[config.mk]
export PLATFORM = sky130hd
export DESIGN_NAME = twe_top
export DESIGN_NICKNAME = d
export VERILOG_FILES = /design/src/rtl/twe_pkg.sv /design/src/rtl/twe_crc_acc.sv /design/src/rtl/twe_sig_table.sv /design/src/rtl/twe_decide.sv /design/src/rtl/twe_top.sv
export SDC_FILE = /design/constraint.sdc
export NUM_CORES = 2
export LEC_CHECK = 0
export CORE_MARGIN = 3
export CORE_UTILIZATION = 50
export DETAILED_ROUTE_END_ITERATION = 8
export GPL_ROUTABILITY_DRIVEN = 0
export HOLD_SLACK_MARGIN = 0.08
export PLACE_DENSITY = 0.7
export SYNTH_ARGS = -nofsm -noshare
export SYNTH_HDL_FRONTEND = slang
export SYNTH_HIERARCHICAL = 1
export SYNTH_SLANG_ARGS = --single-unit
[constraint.sdc]
create_clock -name clk -period 36.2 [get_ports clk]
set_input_delay 7.24 -clock clk [delete_from_list [all_inputs] [get_ports clk]]
set_output_delay 7.24 -clock clk [all_outputs]
set_load 0.02 [all_outputs]
[src/rtl/twe_pkg.sv]
package twe_pkg;

   localparam int unsigned         SIG_W_DEF    = 32;
   localparam logic [31:0]         SIG_POLY_DEF = 32'h04C1_1DB7;
   localparam logic [31:0]         SIG_SEED_DEF = 32'hFFFF_FFFF;

   typedef enum logic [1:0] {
      WB_IDLE   = 2'd0,
      WB_COMMIT = 2'd1,
      WB_SKIP   = 2'd2
   } wb_dec_e;

endpackage

[src/rtl/twe_crc_acc.sv]
module twe_crc_acc #(
   parameter int unsigned       DATA_W    = 256,
   parameter int unsigned       CRC_W     = 32,
   parameter logic [CRC_W-1:0]  POLY      = 32'h04C1_1DB7,
   parameter logic [CRC_W-1:0]  SEED      = '1,
   parameter int unsigned       BIT_ORDER = 0
) (
   input  logic              clk,
   input  logic              rst_n,
   input  logic              clr,
   input  logic              en,
   input  logic              first,
   input  logic [DATA_W-1:0] in_data,
   output logic [CRC_W-1:0]  crc_next
);

   if (BIT_ORDER > 1) begin : g_bad_order
      $error("twe_crc_acc: BIT_ORDER must be 0 (msb first) or 1 (lsb first)");
   end

   logic [DATA_W-1:0] ord_data;
   logic [CRC_W-1:0]  crc_q;
   logic [CRC_W-1:0]  base;

   if (BIT_ORDER == 0) begin : g_msb
      assign ord_data = in_data;
   end else begin : g_lsb
      for (genvar b = 0; b < DATA_W; b++) begin : g_rev
         assign ord_data[b] = in_data[DATA_W-1-b];
      end
   end

   function automatic logic [CRC_W-1:0] fold(input logic [CRC_W-1:0] c_in,
                                              input logic [DATA_W-1:0] d);
      logic [CRC_W-1:0] c;
      c = c_in;
      for (int i = DATA_W - 1; i >= 0; i--) begin
         c = (c << 1) ^ (((c[CRC_W-1] ^ d[i]) == 1'b1) ? POLY : '0);
      end
      return c;
   endfunction

   assign base     = first ? SEED : crc_q;
   assign crc_next = fold(base, ord_data);

   always_ff @(posedge clk) begin
      if (!rst_n) begin
         crc_q <= SEED;
      end else if (clr) begin
         crc_q <= SEED;
      end else if (en) begin
         crc_q <= crc_next;
      end
   end

endmodule

[src/rtl/twe_sig_table.sv]
module twe_sig_table #(
   parameter int unsigned N     = 64,
   parameter int unsigned IDX_W = 6,
   parameter int unsigned CRC_W = 32
) (
   input  logic             clk,
   input  logic             rst_n,
   input  logic [IDX_W-1:0] rd_idx,
   output logic             rd_valid,
   output logic [CRC_W-1:0] rd_crc,
   input  logic             wr_en,
   input  logic [IDX_W-1:0] wr_idx,
   input  logic [CRC_W-1:0] wr_crc,
   output logic [N-1:0]     valid_vec
);

   localparam bit FULL_MAP = (N == (1 << IDX_W));

   if (N > (1 << IDX_W)) begin : g_bad_idx
      $error("twe_sig_table: IDX_W too narrow for N");
   end

   logic [N-1:0]     vld_q;
   logic [CRC_W-1:0] sig_mem [N];
   logic             rd_in_map;
   logic             wr_in_map;

   if (FULL_MAP) begin : g_full
      assign rd_in_map = 1'b1;
      assign wr_in_map = 1'b1;
   end else begin : g_part
      assign rd_in_map = (32'(rd_idx) < N);
      assign wr_in_map = (32'(wr_idx) < N);
   end

   always_ff @(posedge clk) begin
      if (!rst_n) begin
         vld_q <= '0;
      end else if (wr_en && wr_in_map) begin
         vld_q[wr_idx] <= 1'b1;
      end
   end

   always_ff @(posedge clk) begin
      if (wr_en && wr_in_map) begin
         sig_mem[wr_idx] <= wr_crc;
      end
   end

   assign rd_valid  = rd_in_map && vld_q[rd_idx];
   assign rd_crc    = rd_in_map ? sig_mem[rd_idx] : '0;
   assign valid_vec = vld_q;

endmodule

[src/rtl/twe_decide.sv]
module twe_decide
   import twe_pkg::*;
#(
   parameter int unsigned CRC_W = 32,
   parameter int unsigned IDX_W = 6
) (
   input  logic             clk,
   input  logic             rst_n,
   input  logic             fin,
   input  logic [CRC_W-1:0] fin_crc,
   input  logic [IDX_W-1:0] fin_idx,
   input  logic             ref_valid,
   input  logic [CRC_W-1:0] ref_crc,
   output logic             done,
   output logic             commit,
   output logic             skip,
   output logic [IDX_W-1:0] tile,
   output logic [CRC_W-1:0] crc
);

   wb_dec_e          dec_d;
   wb_dec_e          dec_q;
   logic [IDX_W-1:0] tile_q;
   logic [CRC_W-1:0] crc_q;

   always_comb begin
      dec_d = WB_IDLE;
      if (fin) begin
         dec_d = (ref_valid && (ref_crc == fin_crc)) ? WB_SKIP : WB_COMMIT;
      end
   end

   always_ff @(posedge clk) begin
      if (!rst_n) begin
         dec_q  <= WB_IDLE;
         tile_q <= '0;
         crc_q  <= '0;
      end else begin
         dec_q <= dec_d;
         if (fin) begin
            tile_q <= fin_idx;
            crc_q  <= fin_crc;
         end
      end
   end

   assign done   = (dec_q != WB_IDLE);
   assign commit = (dec_q == WB_COMMIT);
   assign skip   = (dec_q == WB_SKIP);
   assign tile   = tile_q;
   assign crc    = crc_q;

endmodule

[src/rtl/twe_top.sv]
module twe_top #(
   parameter int unsigned      TILE_DIM  = 16,
   parameter int unsigned      PIX_W     = 256,
   parameter int unsigned      N_TILES   = 64,
   parameter int unsigned      CRC_W     = twe_pkg::SIG_W_DEF,
   parameter logic [CRC_W-1:0] CRC_POLY  = twe_pkg::SIG_POLY_DEF,
   parameter logic [CRC_W-1:0] CRC_SEED  = twe_pkg::SIG_SEED_DEF,
   parameter int unsigned      BIT_ORDER = 0,
   localparam int unsigned     TILE_PIX  = TILE_DIM * TILE_DIM,
   localparam int unsigned     IDX_W     = (N_TILES > 1) ? $clog2(N_TILES) : 1
) (
   input  logic             clk,
   input  logic             rst_n,
   input  logic             frame_start,
   input  logic             pix_valid,
   input  logic             pix_first,
   input  logic             pix_last,
   input  logic [IDX_W-1:0] pix_tile,
   input  logic [PIX_W-1:0] pix_data,
   output logic             wb_done,
   output logic             wb_commit,
   output logic             wb_skip,
   output logic [IDX_W-1:0] wb_tile,
   output logic [CRC_W-1:0] wb_crc
);

   if (TILE_DIM < 2 || TILE_PIX > 65536) begin : g_bad_dim
      $error("twe_top: TILE_DIM out of range");
   end
   if (CRC_W < 8 || CRC_W > 64) begin : g_bad_crc_w
      $error("twe_top: CRC_W must be 8..64");
   end
   if (CRC_POLY[0] != 1'b1) begin : g_bad_poly
      $error("twe_top: generator must have its constant term set");
   end
   if (N_TILES < 1 || PIX_W < 1) begin : g_bad_size
      $error("twe_top: N_TILES and PIX_W must be positive");
   end

   logic             acc_en;
   logic             fin;
   logic             in_tile_q;
   logic [IDX_W-1:0] cur_idx_q;
   logic [IDX_W-1:0] lk_idx;
   logic [CRC_W-1:0] tile_crc;
   logic             lk_valid;
   logic [CRC_W-1:0] lk_crc;
   logic [N_TILES-1:0] ent_valid;

   assign acc_en = pix_valid && !frame_start && (pix_first || in_tile_q);
   assign fin    = acc_en && pix_last;
   assign lk_idx = pix_first ? pix_tile : cur_idx_q;

   always_ff @(posedge clk) begin
      if (!rst_n) begin
         in_tile_q <= 1'b0;
         cur_idx_q <= '0;
      end else if (frame_start) begin
         in_tile_q <= 1'b0;
      end else if (acc_en) begin
         in_tile_q <= !pix_last;
         if (pix_first) begin
            cur_idx_q <= pix_tile;
         end
      end
   end

   twe_crc_acc #(
      .DATA_W    (PIX_W),
      .CRC_W     (CRC_W),
      .POLY      (CRC_POLY),
      .SEED      (CRC_SEED),
      .BIT_ORDER (BIT_ORDER)
   ) u_acc (
      .clk      (clk),
      .rst_n    (rst_n),
      .clr      (frame_start),
      .en       (acc_en),
      .first    (pix_first),
      .in_data  (pix_data),
      .crc_next (tile_crc)
   );

   twe_sig_table #(
      .N     (N_TILES),
      .IDX_W (IDX_W),
      .CRC_W (CRC_W)
   ) u_tab (
      .clk       (clk),
      .rst_n     (rst_n),
      .rd_idx    (lk_idx),
      .rd_valid  (lk_valid),
      .rd_crc    (lk_crc),
      .wr_en     (fin),
      .wr_idx    (lk_idx),
      .wr_crc    (tile_crc),
      .valid_vec (ent_valid)
   );

   twe_decide #(
      .CRC_W (CRC_W),
      .IDX_W (IDX_W)
   ) u_dec (
      .clk       (clk),
      .rst_n     (rst_n),
      .fin       (fin),
      .fin_crc   (tile_crc),
      .fin_idx   (lk_idx),
      .ref_valid (lk_valid),
      .ref_crc   (lk_crc),
      .done      (wb_done),
      .commit    (wb_commit),
      .skip      (wb_skip),
      .tile      (wb_tile),
      .crc       (wb_crc)
   );

endmodule

# Word level (Yosys, flattened, before mapping)
# Memory sizes are Yosys's and may differ from the RTL's.
# Index checks and enable logic that the tools add are counted.
# Widths: inputs -> output; s select.
[classes] bitwise_logic=515 reduce_logical=12 mux=265 magnitude_cmp=2 n_eq_ne=3
[op_table] op="$mux 27" count=256
[op_table] op="$xor 32x32->32" count=184
[op_table] op="$xor 32x27->32" count=72
[op_table] op="$xor 1x1->1" count=256
[op_table] op="$or 64x64->64" count=1
[op_table] op="$eq 32x32->1" count=1
[op_table] op="$mux 32" count=1
[op_table] op="$lt 6x7->1 const B" count=1
[op_table] op="$bmux 1 s6" count=1
[op_table] op="$demux 1 s6" count=1
[op_table] op="$ge 6x1->1 const B" count=1
[op_table] op="$mux 6" count=1
[op_table] op="$logic_and 1x1->1" count=5
[op_table] op="$mux 1" count=4
[op_table] op="$reduce_and 2->1" count=2
[op_table] op="$eq 2x1->1 const B" count=1
[op_table] op="$eq 2x2->1 const B" count=1
[op_table] op="$logic_not 1->1" count=2
[op_table] op="$mux 2" count=1
[op_table] op="$not 1->1" count=2
[op_table] op="$reduce_bool 2->1" count=1
[op_table] op="$reduce_or 2->1" count=1
[op_table] op="$logic_or 1x1->1" count=1
[totals] mem_bits_rw=2048 input_bits=268 out_inout_bits=41 ff_bits=143 mem_count=1
[memory_table] memory="u_tab.sig_mem" words=64 width=32 read_ports=1 rd_clocked_by_memory_dff=0 wr=1 line="twe_sig_table.sv:24" text="logic [CRC_W-1:0] sig_mem [N];"

# Longest topological paths before layout
[depth] depth_word=772 mapped_depth=62 ltp_nobuf=51

# Hierarchy
# The synthesis kept the hierarchy.
[by_module_without_submodules] module="twe_sig_table" n_inst=1 area_per_inst_um2=80687.4 seq_area_each_um2=62780.2 cells_per_inst=3602
[by_module_without_submodules] module="twe_crc_acc" n_inst=1 area_per_inst_um2=36376.1 seq_area_each_um2=640.6 cells_per_inst=2525
[by_module_without_submodules] module="twe_decide" n_inst=1 area_per_inst_um2=1878.1 seq_area_each_um2=800.8 cells_per_inst=177
[by_module_without_submodules] module="twe_top" n_inst=1 area_per_inst_um2=392.9 seq_area_each_um2=140.1 cells_per_inst=41

# Least setup slack after synthesis
# No wires, ideal clock.
[synth_path] path_type="input-to-reg" from="input port pix_first" to="register u_dec.dec_q[1]" setup_time_ns=0.061 arrival_ns=30.591 slack_ns=5.547 path_stages=53 path_buffers=2 required_ns=36.139 path_cell_list="buf_4 > nor2_2 > xnor2_1 > xnor3_1 > xor2_2 > xor2_2 > xnor3_1 > xnor2_2 > xor3_1 > xnor2_1 > xnor3_1 > xnor3_1 > xnor3_2 > xor3_2 > xnor3_1 > xor3_2 > xnor3_1 > xnor2_2 > [... 17 more ...] > buf_4 > xor3_1 > xnor3_1 > xnor3_1 > xnor3_2 > xnor3_1 > xor3_2 > xnor2_2 > xnor3_2 > xor3_1 > xnor3_1 > xor2_2 > xnor2_1 > xnor2_1 > xnor2_1 > nand4_1 > nor4_1 > and4b_1"
[synth_between] elab_chain_len=346
[synth_lines] element="from (decl)" line="twe_top.sv:16" text="input logic pix_first,"
[synth_lines] element="$mux 32 (*)" line="twe_crc_acc.sv:43" text="assign base = first ? SEED : crc_q;"
[synth_lines] element="$xor 32x32->32 (*) (2 in a row)" line="twe_crc_acc.sv:38" text="c = (c << 1) ^ (((c[CRC_W-1] ^ d[i]) == 1'b1) ? POLY : '0);"
[synth_lines] element="$xor 1x1->1 / $xor 32x32->32 (equally long branches)" line="twe_crc_acc.sv:38"
[synth_lines] element="$mux 27, or another cell as far along" line="twe_crc_acc.sv:38"
[synth_lines] element="$xor 32x32->32 (*) (6 in a row)" line="twe_crc_acc.sv:38"
[synth_lines] element="$xor 1x1->1 / $xor 32x32->32 (equally long branches)" line="twe_crc_acc.sv:38"
[synth_lines] element="$mux 27, or another cell as far along" line="twe_crc_acc.sv:38"
[synth_lines] element="$xor 32x32->32 (*) (6 in a row)" line="twe_crc_acc.sv:38"
[synth_lines] element="[... 314 more ...]"
[synth_lines] element="$xor 32x27->32 (*) (6 in a row)" line="twe_crc_acc.sv:38"
[synth_lines] element="$xor 1x1->1 / $xor 32x27->32 (equally long branches)" line="twe_crc_acc.sv:38"
[synth_lines] element="$mux 27 / $xor 1x1->1 (equally long branches)" line="twe_crc_acc.sv:38"
[synth_lines] element="$xor 32x27->32 (*) (2 in a row)" line="twe_crc_acc.sv:38"
[synth_lines] element="via tile_crc[1]" line="twe_top.sv:45" text="logic [CRC_W-1:0] tile_crc;"
[synth_lines] element="$eq 32x32->1 (*)" line="twe_decide.sv:29" text="dec_d = (ref_valid && (ref_crc == fin_crc)) ? WB_SKIP : WB_COMMIT;"
[synth_lines] element="$logic_and 1x1->1 (*)" line="twe_decide.sv:29"
[synth_lines] element="$mux 2 (*)" line="twe_decide.sv:29"
[synth_lines] element="to (signal assigned)" line="twe_decide.sv:35" text="dec_q <= WB_IDLE;"
[synth_lines] element="to (signal assigned)" line="twe_decide.sv:39" text="dec_q <= dec_d;"
[synth_lines] element="to (decl)" line="twe_decide.sv:22" text="wb_dec_e dec_q;"
# The timed path passes the listed nets; every way through them passes the cells marked *. The select of a mux whose other input is x is not followed.
# A chain may end at the register's enable or synchronous reset.

# Worst setup path in the final report
[layout_path] from="input port pix_data[252]" to="register u_dec.dec_q[1]"
[layout_between] elab_chain_len=342
[layout_lines] element="from (decl)" line="twe_top.sv:19" text="input logic [PIX_W-1:0] pix_data,"
[layout_lines] element="$xor 1x1->1 (*)" line="twe_crc_acc.sv:38"
[layout_lines] element="$mux 27 (*)" line="twe_crc_acc.sv:38"
[layout_lines] element="$xor 32x32->32 (*) (6 in a row)" line="twe_crc_acc.sv:38"
[layout_lines] element="$xor 1x1->1" line="twe_crc_acc.sv:38"
[layout_lines] element="$mux 27" line="twe_crc_acc.sv:38"
[layout_lines] element="$xor 32x32->32 (*) (6 in a row)" line="twe_crc_acc.sv:38"
[layout_lines] element="$xor 1x1->1" line="twe_crc_acc.sv:38"
[layout_lines] element="$mux 27" line="twe_crc_acc.sv:38"
[layout_lines] element="[... 312 more ...]"
[layout_lines] element="$xor 32x27->32 (*) (6 in a row)" line="twe_crc_acc.sv:38"
[layout_lines] element="$xor 1x1->1" line="twe_crc_acc.sv:38"
[layout_lines] element="$mux 27" line="twe_crc_acc.sv:38"
[layout_lines] element="$xor 32x27->32 (*)" line="twe_crc_acc.sv:38"
[layout_lines] element="via tile_crc[12]" line="twe_top.sv:45"
[layout_lines] element="$eq 32x32->1 (*)" line="twe_decide.sv:29"
[layout_lines] element="$logic_and 1x1->1 (*)" line="twe_decide.sv:29"
[layout_lines] element="$mux 2 (*)" line="twe_decide.sv:29"
# The timed path passes the listed nets; every way through them passes the cells marked *.

==> results_dict.tcl <==
set metrics [dict create \
    syn-mean-instance-area_um2 18.81 \
    fmax_ghz 0.03025 \
    critPathLaunchType "primary input" \
    cts_setup_buffers 0 \
    clockBufferDepth 3 \
    max-cap-violations 0 \
    worstPathArrival_ps 33820 \
    ys_seq_elements 2191 \
    r2r-start "u_acc/crc_q[31]" \
    endpoint_kind "register" \
    htree_levels 4 \
    drc 0 \
    drt-initial-drc-count 7422 \
    crit_fanout 67 \
    core.rowCount 178 \
    min_path_type "reg -> reg" \
    crit_top_cell "xnor3_1" \
    period_minus_slack_ps 33060 \
    synth_area_leaders "edfxtp_1, xnor3_1, mux4_2" \
    root_buffer "clkbuf_16" \
    die_area_um2 244600 \
    die_y_um 494.5 \
    finalCritPeriodShare_pct 91.33 \
    crit_required_ps 36960 \
    vias 61460 \
    clkTransAtPathRegs_ps 60 \
    fin_nets 7035 \
    grtUsageTotal_pct 25.40 \
    start_util_pct 50.50 \
    fp.coreArea_um2 236300 \
    grt_pass1_wl_um 449300 \
    via_per_inst 6.080 \
    rsz0062_at_grt "no" \
    synth_cells 6345 \
    area_growth_pct 11.91 \
    drtPass1Iterations 8 \
    portBuffers 308 \
    holdPathEnd "u_tab/valid_vec[61]" \
    finClkSkew_ps 65.00 \
    synth_area_um2 119300 \
    cts_resized 0 \
    dp.final_hpwl_um 201700 \
    holdPathStages 1 \
    ys_warn_count 6 \
    cts_buffers 212 \
    syn_nets 6613 \
    final_hold_viol_count 0 \
    async_flop_share_pct 0 \
    dieWidth_um 494.5 \
    hold_buffers 0 \
    ios 309 \
    grt_antenna_before_repair 7 \
    cpPeakStageDelay_ps 980 \
    tns_ps 0 \
    grt_max_degree 97 \
    reg2reg_slack_ps 9560 \
    setup_viol 0 \
    gr-total-overflow 0 \
    slew_headroom_pct 13.26 \
    slowest_stage "nor4_1" \
    finalMaxSlewViolations 0 \
    hp-start "u_tab/valid_vec[61]" \
    post_drt_wl_per_cell_um 30.95 \
    synth-edff-count 2048 \
    yosys.area.top_type_share_pct 51.53 \
    ant_nets 0 \
    synth-main-ff-cell "edfxtp_1" \
    crit_type "in -> reg" \
    drive_above_1_share_pct 19.54 \
    status "finished clean" \
    cts_tree "done" \
    synth_top_cell_by_area "edfxtp_1" \
    cts.sinks 2191 \
    seq_area_frac_synth_pct 53.93 \
    r2r_end "u_dec/dec_q[1]" \
    tightest_slew_ps 1290 \
    synth_cell_types 74 \
    drt-total-wl_um 312800 \
    clk_latency_ps 840 \
    grt_pass1_vias 61910 \
    reg2regPathDepth 51 \
]
[cells in the mapped netlist, types with 102 or more instances]
| library cell | instances |
|---|---|
| edfxtp_1 | 2048 |
| xnor2_1 | 916 |
| xnor3_1 | 732 |
| mux4_2 | 491 |
| xor2_1 | 371 |
| mux2i_1 | 204 |
| dfxtp_1 | 143 |
| nor2_1 | 124 |
| o22ai_1 | 121 |
| nand2_1 | 110 |
| xnor2_2 | 103 |
| xor3_1 | 102 |
[kinds of logic (layout without fill, tap and decap cells)]
group	Yosys count	count (layout)	synth area share, %
AOI/OAI and AO/OA	345	345	2.091
buffers and inverters	265	866	1.457
DFF	2191	2191	53.93
other	0	12	0
and+or+nand+nor	447	447	1.831
xor gates and xnor gates	2373	2373	29.42
muxes	724	724	11.26
[per-stage QoR]
| stage | worst slack [ps] | hold WS [ps] | cells | utilization (%) | cell area, um^2 |
|---|---|---|---|---|---|
| 2_1_floorplan | 5547 | 432.2 | 6345 | - | 119300 |
| 3_3_place_gp | 2965 | 440.8 | 9703 | 53.63 | 126700 |
| 3_5_place_dp | 2655 | 449.2 | 9703 | 53.63 | 126700 |
| 4_1_cts | 3456 | 462.7 | 10100 | 56.51 | 133500 |
| 5_1_grt | 2583 | 469.2 | 10100 | 56.51 | 133500 |
| 6_report | 3138 | 460.9 | 10110 | 56.52 | 133600 |
[state kept, by name (all words and copies together) (netlist names)]
signal and flops:
u_dec/dec_q 2, u_dec/tile 6, u_dec/crc 32, cur_idx_q 6, u_tab/sig_mem 2048, u_acc/crc_q 32, u_tab/valid_vec 64, in_tile_q 1
[final cells by class]
cell class              instances  area, um^2
repair buffers                464        4309
clock buffers                 291        5816
clock inverters               102       989.7
flip-flops and latches       2191       64360
fillers                     17610      102700
diodes                         12       30.03
multi-input cells            3889       54070
well taps                    3150        3941
inverters                       9       33.78
[cell usage in the layout, fill, tap and decap left out, types with 19 or more instances in the layout]
cell type / Yosys / layout
nor2_4: 1 / 61
nand3_1: 25 / 25
mux2i_1: 204 / 204
xnor2_1: 916 / 900
xnor3_2: 61 / 68
buf_4: 76 / 152
nor2_1: 124 / 64
nand2b_1: 30 / 29
clkdlybuf4s50_1: 0 / 306
nor2b_1: 76 / 73
nor4_1: 30 / 19
xor3_1: 102 / 99
xnor3_1: 732 / 725
clkinv_1: 1 / 34
mux2_2: 28 / 24
xor2_2: 52 / 52
xnor2_2: 103 / 119
clkbuf_1: 67 / 61
o21a_1: 64 / 64
mux4_2: 491 / 491
clkinv_2: 0 / 31
xor2_1: 371 / 367
clkbuf_16: 0 / 215
dfxtp_1: 143 / 143
o21ai_0: 21 / 21
o22ai_1: 121 / 121
nand2_1: 110 / 109
edfxtp_1: 2048 / 2048
[worst max-delay path by stage]
stage,from,end,slack [ps],cells after the start
5_1_grt,pix_first,u_dec/dec_q[1],2580,52
6_report,pix_data[252],u_dec/dec_q[1],3140,51
3_5_place_dp,pix_data[255],u_dec/dec_q[1],2650,51
3_3_place_gp,pix_data[255],u_dec/dec_q[1],2970,51
4_1_cts,pix_data[255],u_dec/dec_q[1],3460,51
2_1_floorplan,pix_first,u_dec/dec_q[1],5550,53
[metal layers]
layer / up-vias / GRT usage [%] / routed length [um]
li1: 25400 / - / -
met1: 32360 / 37.60 / 129500
met2: 3297 / 38.51 / 143200
met3: 395 / 5.391 / 31340
met4: 2 / 6.806 / 8760
met5: - / 0 / 13
[critical path: cells and delay by family]
family                 cells  cell delay (ps)
AND/OR/NAND/NOR            3             1420
XOR/XNOR                  45            23480
buffers and inverters      3             1570
Power is left out: the tool's default activity adds up to more than one toggle a clock period on the data nets, which glitch-free logic cannot reach.
